`config.mk`:
```
export PLATFORM = sky130hd
export DESIGN_NAME = altword_gen
export DESIGN_NICKNAME = d
export VERILOG_FILES = /design/src/rtl/altword_pkg.sv /design/src/rtl/altword_seq.sv /design/src/rtl/altword_shift.sv /design/src/rtl/altword_gen.sv
export SDC_FILE = /design/constraint.sdc
export NUM_CORES = 1
export LEC_CHECK = 0
export ABC_AREA = 1
export BUFFER_PORTS_ARGS = -buffer_cell sky130_fd_sc_hd__buf_2
export CAP_MARGIN = 20
export CORE_ASPECT_RATIO = 1.25
export CORE_MARGIN = 2
export CORE_UTILIZATION = 30
export DETAILED_ROUTE_END_ITERATION = 8
export SYNTH_ARGS = -nofsm -noshare
export SYNTH_HDL_FRONTEND = slang
export SYNTH_SLANG_ARGS = --single-unit
```
`constraint.sdc`:
```
create_clock -name clk -period 3.5 [get_ports clk]
set_input_delay 0.7 -clock clk [delete_from_list [all_inputs] [get_ports clk]]
set_output_delay 0.7 -clock clk [all_outputs]
set_load 0.02 [all_outputs]
```
`src/rtl/altword_pkg.sv`:
```
package altword_pkg;

    localparam int AW_PAT_W = 32;
    localparam int AW_CNT_W = 8;

    typedef enum logic {
        PM_REPEAT = 1'b0,
        PM_ALT    = 1'b1
    } pat_mode_e;

    function automatic logic mode_is_alt(input logic m);
        return pat_mode_e'(m) == PM_ALT;
    endfunction

endpackage

```
`src/rtl/altword_seq.sv`:
```
module altword_seq #(
    parameter int CNT_W = 8
) (
    input  logic             clk,
    input  logic             rst,
    input  logic             restart,
    input  logic             adv,
    input  logic             alt_mode,
    input  logic [CNT_W-1:0] rep_count,
    output logic             half
);
    logic [CNT_W-1:0] rep_idx;
    logic             half_q;

    always_ff @(posedge clk) begin
        if (rst || restart) begin
            rep_idx <= '0;
            half_q  <= 1'b0;
        end else if (adv && alt_mode) begin
            if (rep_idx == rep_count) begin
                rep_idx <= '0;
                half_q  <= ~half_q;
            end else begin
                rep_idx <= rep_idx + 1'b1;
            end
        end
    end

    assign half = half_q;
endmodule

```
`src/rtl/altword_shift.sv`:
```
module altword_shift #(
    parameter int PAT_W = 32,
    parameter int LEN_W = 6
) (
    input  logic             clk,
    input  logic             rst,
    input  logic             restart,
    input  logic             step,
    input  logic [PAT_W-1:0] load_word,
    input  logic [LEN_W-1:0] load_len,
    output logic             bit_out,
    output logic             first_out,
    output logic             need_load
);
    logic [PAT_W-1:0] sh;
    logic [LEN_W-1:0] left;
    logic             bit_q;
    logic             first_q;

    assign need_load = (left == '0);

    always_ff @(posedge clk) begin
        if (rst || restart) begin
            sh      <= '0;
            left    <= '0;
            bit_q   <= 1'b0;
            first_q <= 1'b0;
        end else if (step) begin
            if (need_load) begin
                bit_q   <= load_word[PAT_W-1];
                sh      <= {load_word[PAT_W-2:0], 1'b0};
                left    <= load_len - 1'b1;
                first_q <= 1'b1;
            end else begin
                bit_q   <= sh[PAT_W-1];
                sh      <= {sh[PAT_W-2:0], 1'b0};
                left    <= left - 1'b1;
                first_q <= 1'b0;
            end
        end
    end

    assign bit_out   = bit_q;
    assign first_out = first_q;
endmodule

```
`src/rtl/altword_gen.sv`:
```
module altword_gen
    import altword_pkg::*;
#(
    parameter int PAT_W = AW_PAT_W,
    parameter int CNT_W = AW_CNT_W
) (
    input  logic             clk,
    input  logic             rst,
    input  logic             en,
    input  logic             bit_en,
    input  logic             mode,
    input  logic [PAT_W-1:0] pattern,
    input  logic [CNT_W-1:0] rep_count,
    output logic             ser_out,
    output logic             word_start
);
    localparam int HALF_W = PAT_W / 2;
    localparam int LEN_W  = $clog2(PAT_W + 1);

    logic             mode_q;
    logic             mode_chg;
    logic             restart;
    logic             step;
    logic             adv;
    logic             alt;
    logic             half;
    logic             need_load;
    logic [PAT_W-1:0] load_word;
    logic [LEN_W-1:0] load_len;

    always_ff @(posedge clk) begin
        mode_q <= mode;
    end

    assign mode_chg = (mode != mode_q);
    assign restart  = mode_chg || !en;
    assign step     = en && bit_en && !mode_chg;
    assign adv      = step && need_load;
    assign alt      = mode_is_alt(mode);

    always_comb begin
        if (alt) begin
            load_word = half ? {pattern[PAT_W-1:HALF_W], {HALF_W{1'b0}}}
                             : {pattern[HALF_W-1:0], {HALF_W{1'b0}}};
            load_len  = LEN_W'(HALF_W);
        end else begin
            load_word = pattern;
            load_len  = LEN_W'(PAT_W);
        end
    end

    altword_seq #(.CNT_W(CNT_W)) u_seq (
        .clk       (clk),
        .rst       (rst),
        .restart   (restart),
        .adv       (adv),
        .alt_mode  (alt),
        .rep_count (rep_count),
        .half      (half)
    );

    altword_shift #(.PAT_W(PAT_W), .LEN_W(LEN_W)) u_shift (
        .clk       (clk),
        .rst       (rst),
        .restart   (restart),
        .step      (step),
        .load_word (load_word),
        .load_len  (load_len),
        .bit_out   (ser_out),
        .first_out (word_start),
        .need_load (need_load)
    );
endmodule

```
## After elaboration in Yosys (flattened, before gate mapping)

Index checks and enable logic that the tools add are counted.

| word-level totals | value |
|---|---|
| bits in registers | 50 |

| operators by class | value |
|---|---|
| $add $sub $neg | 3 |
| equal/unequal tests | 2 |
| mux-type cells | 8 |
| bitwise operators | 1 |
| reductions and logical operators | 10 |

Operators with widths:

| operator | number |
|---|---|
| $mux 32 | 3 |
| $mux 6 | 2 |
| $sub 6x1->6 const B | 2 |
| $add 8x1->8 const B | 1 |
| $eq 8x8->1 | 1 |
| $mux 8 | 1 |
| $logic_not 6->1 | 1 |
| $logic_and 1x1->1 | 4 |
| $logic_not 1->1 | 2 |
| $logic_or 1x1->1 | 2 |
| $mux 1 | 2 |
| $reduce_and 2->1 | 1 |
| $ne 1x1->1 | 1 |
| $not 1->1 | 1 |

## Longest topological paths before layout

| logic depth | value |
|---|---|
| depth after elaboration | 6 |
| depth in mapped cells | 10 |

## Modules after synthesis

Synthesis repeated with hierarchy kept, for this count alone.

| second synthesis, totals | value |
|---|---|
| cells, all modules | 452 |
| area, all modules | 2960.3 µm² |

By module, submodules not included:

| module | times used | cells each | area each (µm²) |
|---|---|---|---|
| altword_shift | 1 | 277 | 1931.9 |
| altword_seq | 1 | 91 | 575.6 |
| altword_gen | 1 | 84 | 452.9 |

## Least setup slack after synthesis

No wires, ideal clock.

| timing | value |
|---|---|
| path kind | in2reg |
| start point | input port bit_en |
| end point | register u_seq.rep_idx[3] |
| library setup time | 0.115 ns |
| data arrival time | 1.649 ns |
| slack | 1.737 ns |
| cell stages on the path | 9 |
| buffers on the path | 1 |
| cells stage by stage | clkbuf_2 > nand2_2 > nand3b_4 > nor2_4 > nand2_2 > nor2_1 > nand2_1 > nand2_1 > nor2_1 |

| between the ends | value |
|---|---|
| longest elaborated chain between the ends | 4 |

Ends and longest elaborated chain:

| what | RTL line | source |
|---|---|---|
| start: declaration | altword_gen.sv:10 | `input logic bit_en,` |
| $logic_and 1x1->1 (2 in a row) | altword_gen.sv:37 | `assign step = en && bit_en && !mode_chg;` |
| $logic_and 1x1->1 | altword_gen.sv:38 | `assign adv = step && need_load;` |
| $logic_and 1x1->1 | altword_seq.sv:19 | `end else if (adv && alt_mode) begin` |
| end signal: assignment | altword_seq.sv:24 | `rep_idx <= rep_idx + 1'b1;` |
| end: declaration | altword_seq.sv:12 | `logic [CNT_W-1:0] rep_idx;` |

Every way passes these cells.
A chain may end at the register's enable or synchronous reset.

## Worst setup path after layout

Ends and elaborated chain as after synthesis.

==> results.md <==
- TritonCTS Buffers: 5
- CP max stage delay: 0.42 ns
- Slew headroom: 60.7%
- Top FF cell, synth: dfxtp_1
- GRT overflow: 0
- Worst setup path class: input port to register
- Cell Area, Placed: 0.00287 mm^2
- Clock skew: 0.0102 ns
- Pin count of the biggest net entering global routing: 26
- Clock Path Buffers: 2
- Final Non-Filler Cells: 501
- CP Launch Type: input port
- Post-synthesis net count: 408
- GPL Wtd Cong: 0.820
- Starting DRT DRC Count: 65
- Seq/Total Area, Yosys: 37.8%
- # setup viols final: 0
- Die X: 87.1 um
- Pint: 0.851 mW
- Die footprint: 0.00941 mm^2
- Sw Pwr: 0.289 mW
- # port buffers: 46
- First-pass GRT wire length: 10.6 mm
- Final Cell Area: 0.00299 mm^2
- Yosys top cell area share: 37.8%
- Post-Syn Instances: 361
- Max rail drop VDD: 174 uV
- Wire length on met2: 2.95 mm
- Sequential Power Share: 50.2%
- CP required: 3.75 ns
- Cell Area, Synth: 0.00259 mm^2
- Placed cells: 493
- CTS Sinks: 49
- Layout cells sized above 1: 20.5%
- CTS resizes: 0
- Initial antenna violation count: 0
- DP Wirelength: 4.89 mm
- Total Nets Final: 450
- Final hold slack: 0.467 ns
- CP Capture Type: register
- Yosys warnings: 0
- Final hold vios: 0
- Crit path buffers/inverters: 1
- Clock Pin Slew Worst Setup and Hold Paths: 0.09 ns
- RSZ-0062 raised after global routing: no
- Fmax: 461 MHz
- Rows: 37
- Max-Cap Viols: 0
- Clock Tree Root: clkbuf_8
- Worst path cell trace: buf_2, nand2_2, nand3b_4, nor2_4, nand2_2, o21ai_0, nand2_1, nor2_1
- Hold crit path type: register to register
- Most frequent cells after synthesis: nand2_1 (92), dfxtp_1 (49), a21oi_1 (41)
- Synthesis-stage register bit count: 49
- Tcrit/Tclk final: 62.0%
- Vias in the first global route: 2297
- Largest delay share family, worst path: simple AND/OR/NAND/NOR gates
- Core Area: 0.00833 mm^2
- Area growth, synth to finish: 15.2%
- Syn_area_per_cell: 7.18 um^2
- DR vias: 2464
- ANT cells: 0
- Final period demand of the worst path: 2.17 ns
- CP max FO: 24
- Setup tns final: 0 ns
- Slew @ Worst Pin: 0.586 ns
- Critical path arrival: 2.42 ns
- H-Tree Level Count: 2
- Post CTS Setup Buffer Count: 0
- Worst-skew pair later-pin latency: 0.31 ns
- Initial core utilization: 31.1%
- Cell mode on critical path: nand2_2
- Number of synthesized flops with an enable pin: 0
- Final Power: 1.14 mW
- Hold-fix buffers at CTS: 0
- Setup WS pre-CTS: 1.03 ns
- Met3 Routed Length: 332 um
- Total GRT Usage: 14.3%
- Post-route ant nets: 0
- Unique masters post-synth: 32
- Async set-reset flop share out of synthesis: 0%
- Final max-slew violation count: 0
- Combinational power share: 12.6%
- Clock power frac: 37.2%
- Final WL: 6.46 mm
- LEAKAGE: 1.27 nW
- Most frequent cell after synthesis: nand2_1
- PwrDens: 382 mW/mm^2
- Iteration count of the initial detailed-routing pass: 4
- Ports: 47
- CTS tree: yes
- Most area-consuming cells after synthesis: dfxtp_1 (38%), nand2_1 (13%), a21oi_1 (7.9%)
- Final Worst Setup Slack: 1.33 ns
- Sw frac: 25.4%
- Synth area leader: dfxtp_1
- Slowest cell on the critical path: nor2_4
- M1 WL: 3.07 mm
- DRC: 0
- Uppermost routed layer: met4
- Fin util: 35.8%
- DR vias/cell: 4.92
- DR WL/cell: 12.9 um
- Outcome: complete, no violations
- Die H: 108 um
worst paths after layout:
check / start / slack, ns / to / depth (start not counted)
worst max-delay path: bit_en / 1.33 / u_seq.rep_idx[3]$_SDFFE_PP0P_ / 8
worst min-delay path: u_shift.left[4]$_SDFFE_PP0N_ / 0.47 / u_shift.left[4]$_SDFFE_PP0N_ / 2
worst max register to register: mode_q$_DFF_P_ / 1.51 / u_seq.rep_idx[3]$_SDFFE_PP0P_ / 8
worst min register to register: u_shift.left[4]$_SDFFE_PP0N_ / 0.47 / u_shift.left[4]$_SDFFE_PP0N_ / 2
state kept, by name, indices dropped and copies added, names as in the netlist:
| register | cells |
|---|---|
| u_shift.left | 6 |
| u_shift.first_out | 1 |
| u_seq.half | 1 |
| mode_q | 1 |
| u_shift.sh | 31 |
| u_seq.rep_idx | 8 |
| u_shift.bit_out | 1 |
per-layer routing:
layer	GRT usage, %	up-vias
li1	-	1274
met1	18.7	1112
met2	23.2	70
met3	2.82	8
met4	5.49	0
met5	0	-
tightest hold or removal path: stages, from the launching register on:
cell and delay (ns):
dfxtp_1 0.31, inv_1 0.06, a21oi_1 0.05
layout by cell type, fill, tap and decap left out, types with 6 or more instances in the layout:
cell,Yosys,final
buf_2,4,46
a22oi_1,15,15
inv_1,31,31
a21oi_1,41,41
nand2_2,7,7
nand2_1,92,92
clkbuf_8,0,6
mux2i_1,7,7
nor2_1,36,36
o21ai_0,27,27
dfxtp_1,49,49
nand3_1,12,12
cells by family (layout without fill, tap and decap cells):
logic type | after synthesis | count (layout) | share of synthesized area (%)
flip-flops | 49 | 49 | 37.8
adder cells (fa/ha/maj) | 2 | 2 | 0.965
buffers and inverters | 45 | 88 | 8.25
AO/OA/AOI/OAI | 90 | 90 | 19.6
AND/OR/NAND/NOR | 168 | 168 | 30.6
multiplexers | 7 | 7 | 2.70
area by class of cell:
| cell class | count | area [um^2] |
|---|---|---|
| fill | 907 | 5350 |
| multi-input combinational | 267 | 1400 |
| sequential | 49 | 981 |
| timing repair buffer | 47 | 238 |
| inverter | 33 | 128 |
| tap | 97 | 121 |
| clock buffer | 6 | 82.6 |
| clock inverter | 2 | 37.5 |
power groups by stage:
| stage | Clock [mW] | Combinational, mW | Sequential, mW |
|---|---|---|---|
| CTS | 0.438 | 0.144 | 0.573 |
| global route | 0.450 | 0.160 | 0.574 |
| detailed placement | 0 | 0.144 | 0.586 |
| finish | 0.424 | 0.143 | 0.573 |
| floorplan | 0 | 0.0932 | 0.585 |
| global placement | 0 | 0.142 | 0.586 |
(Power assumes the default switching activity.)
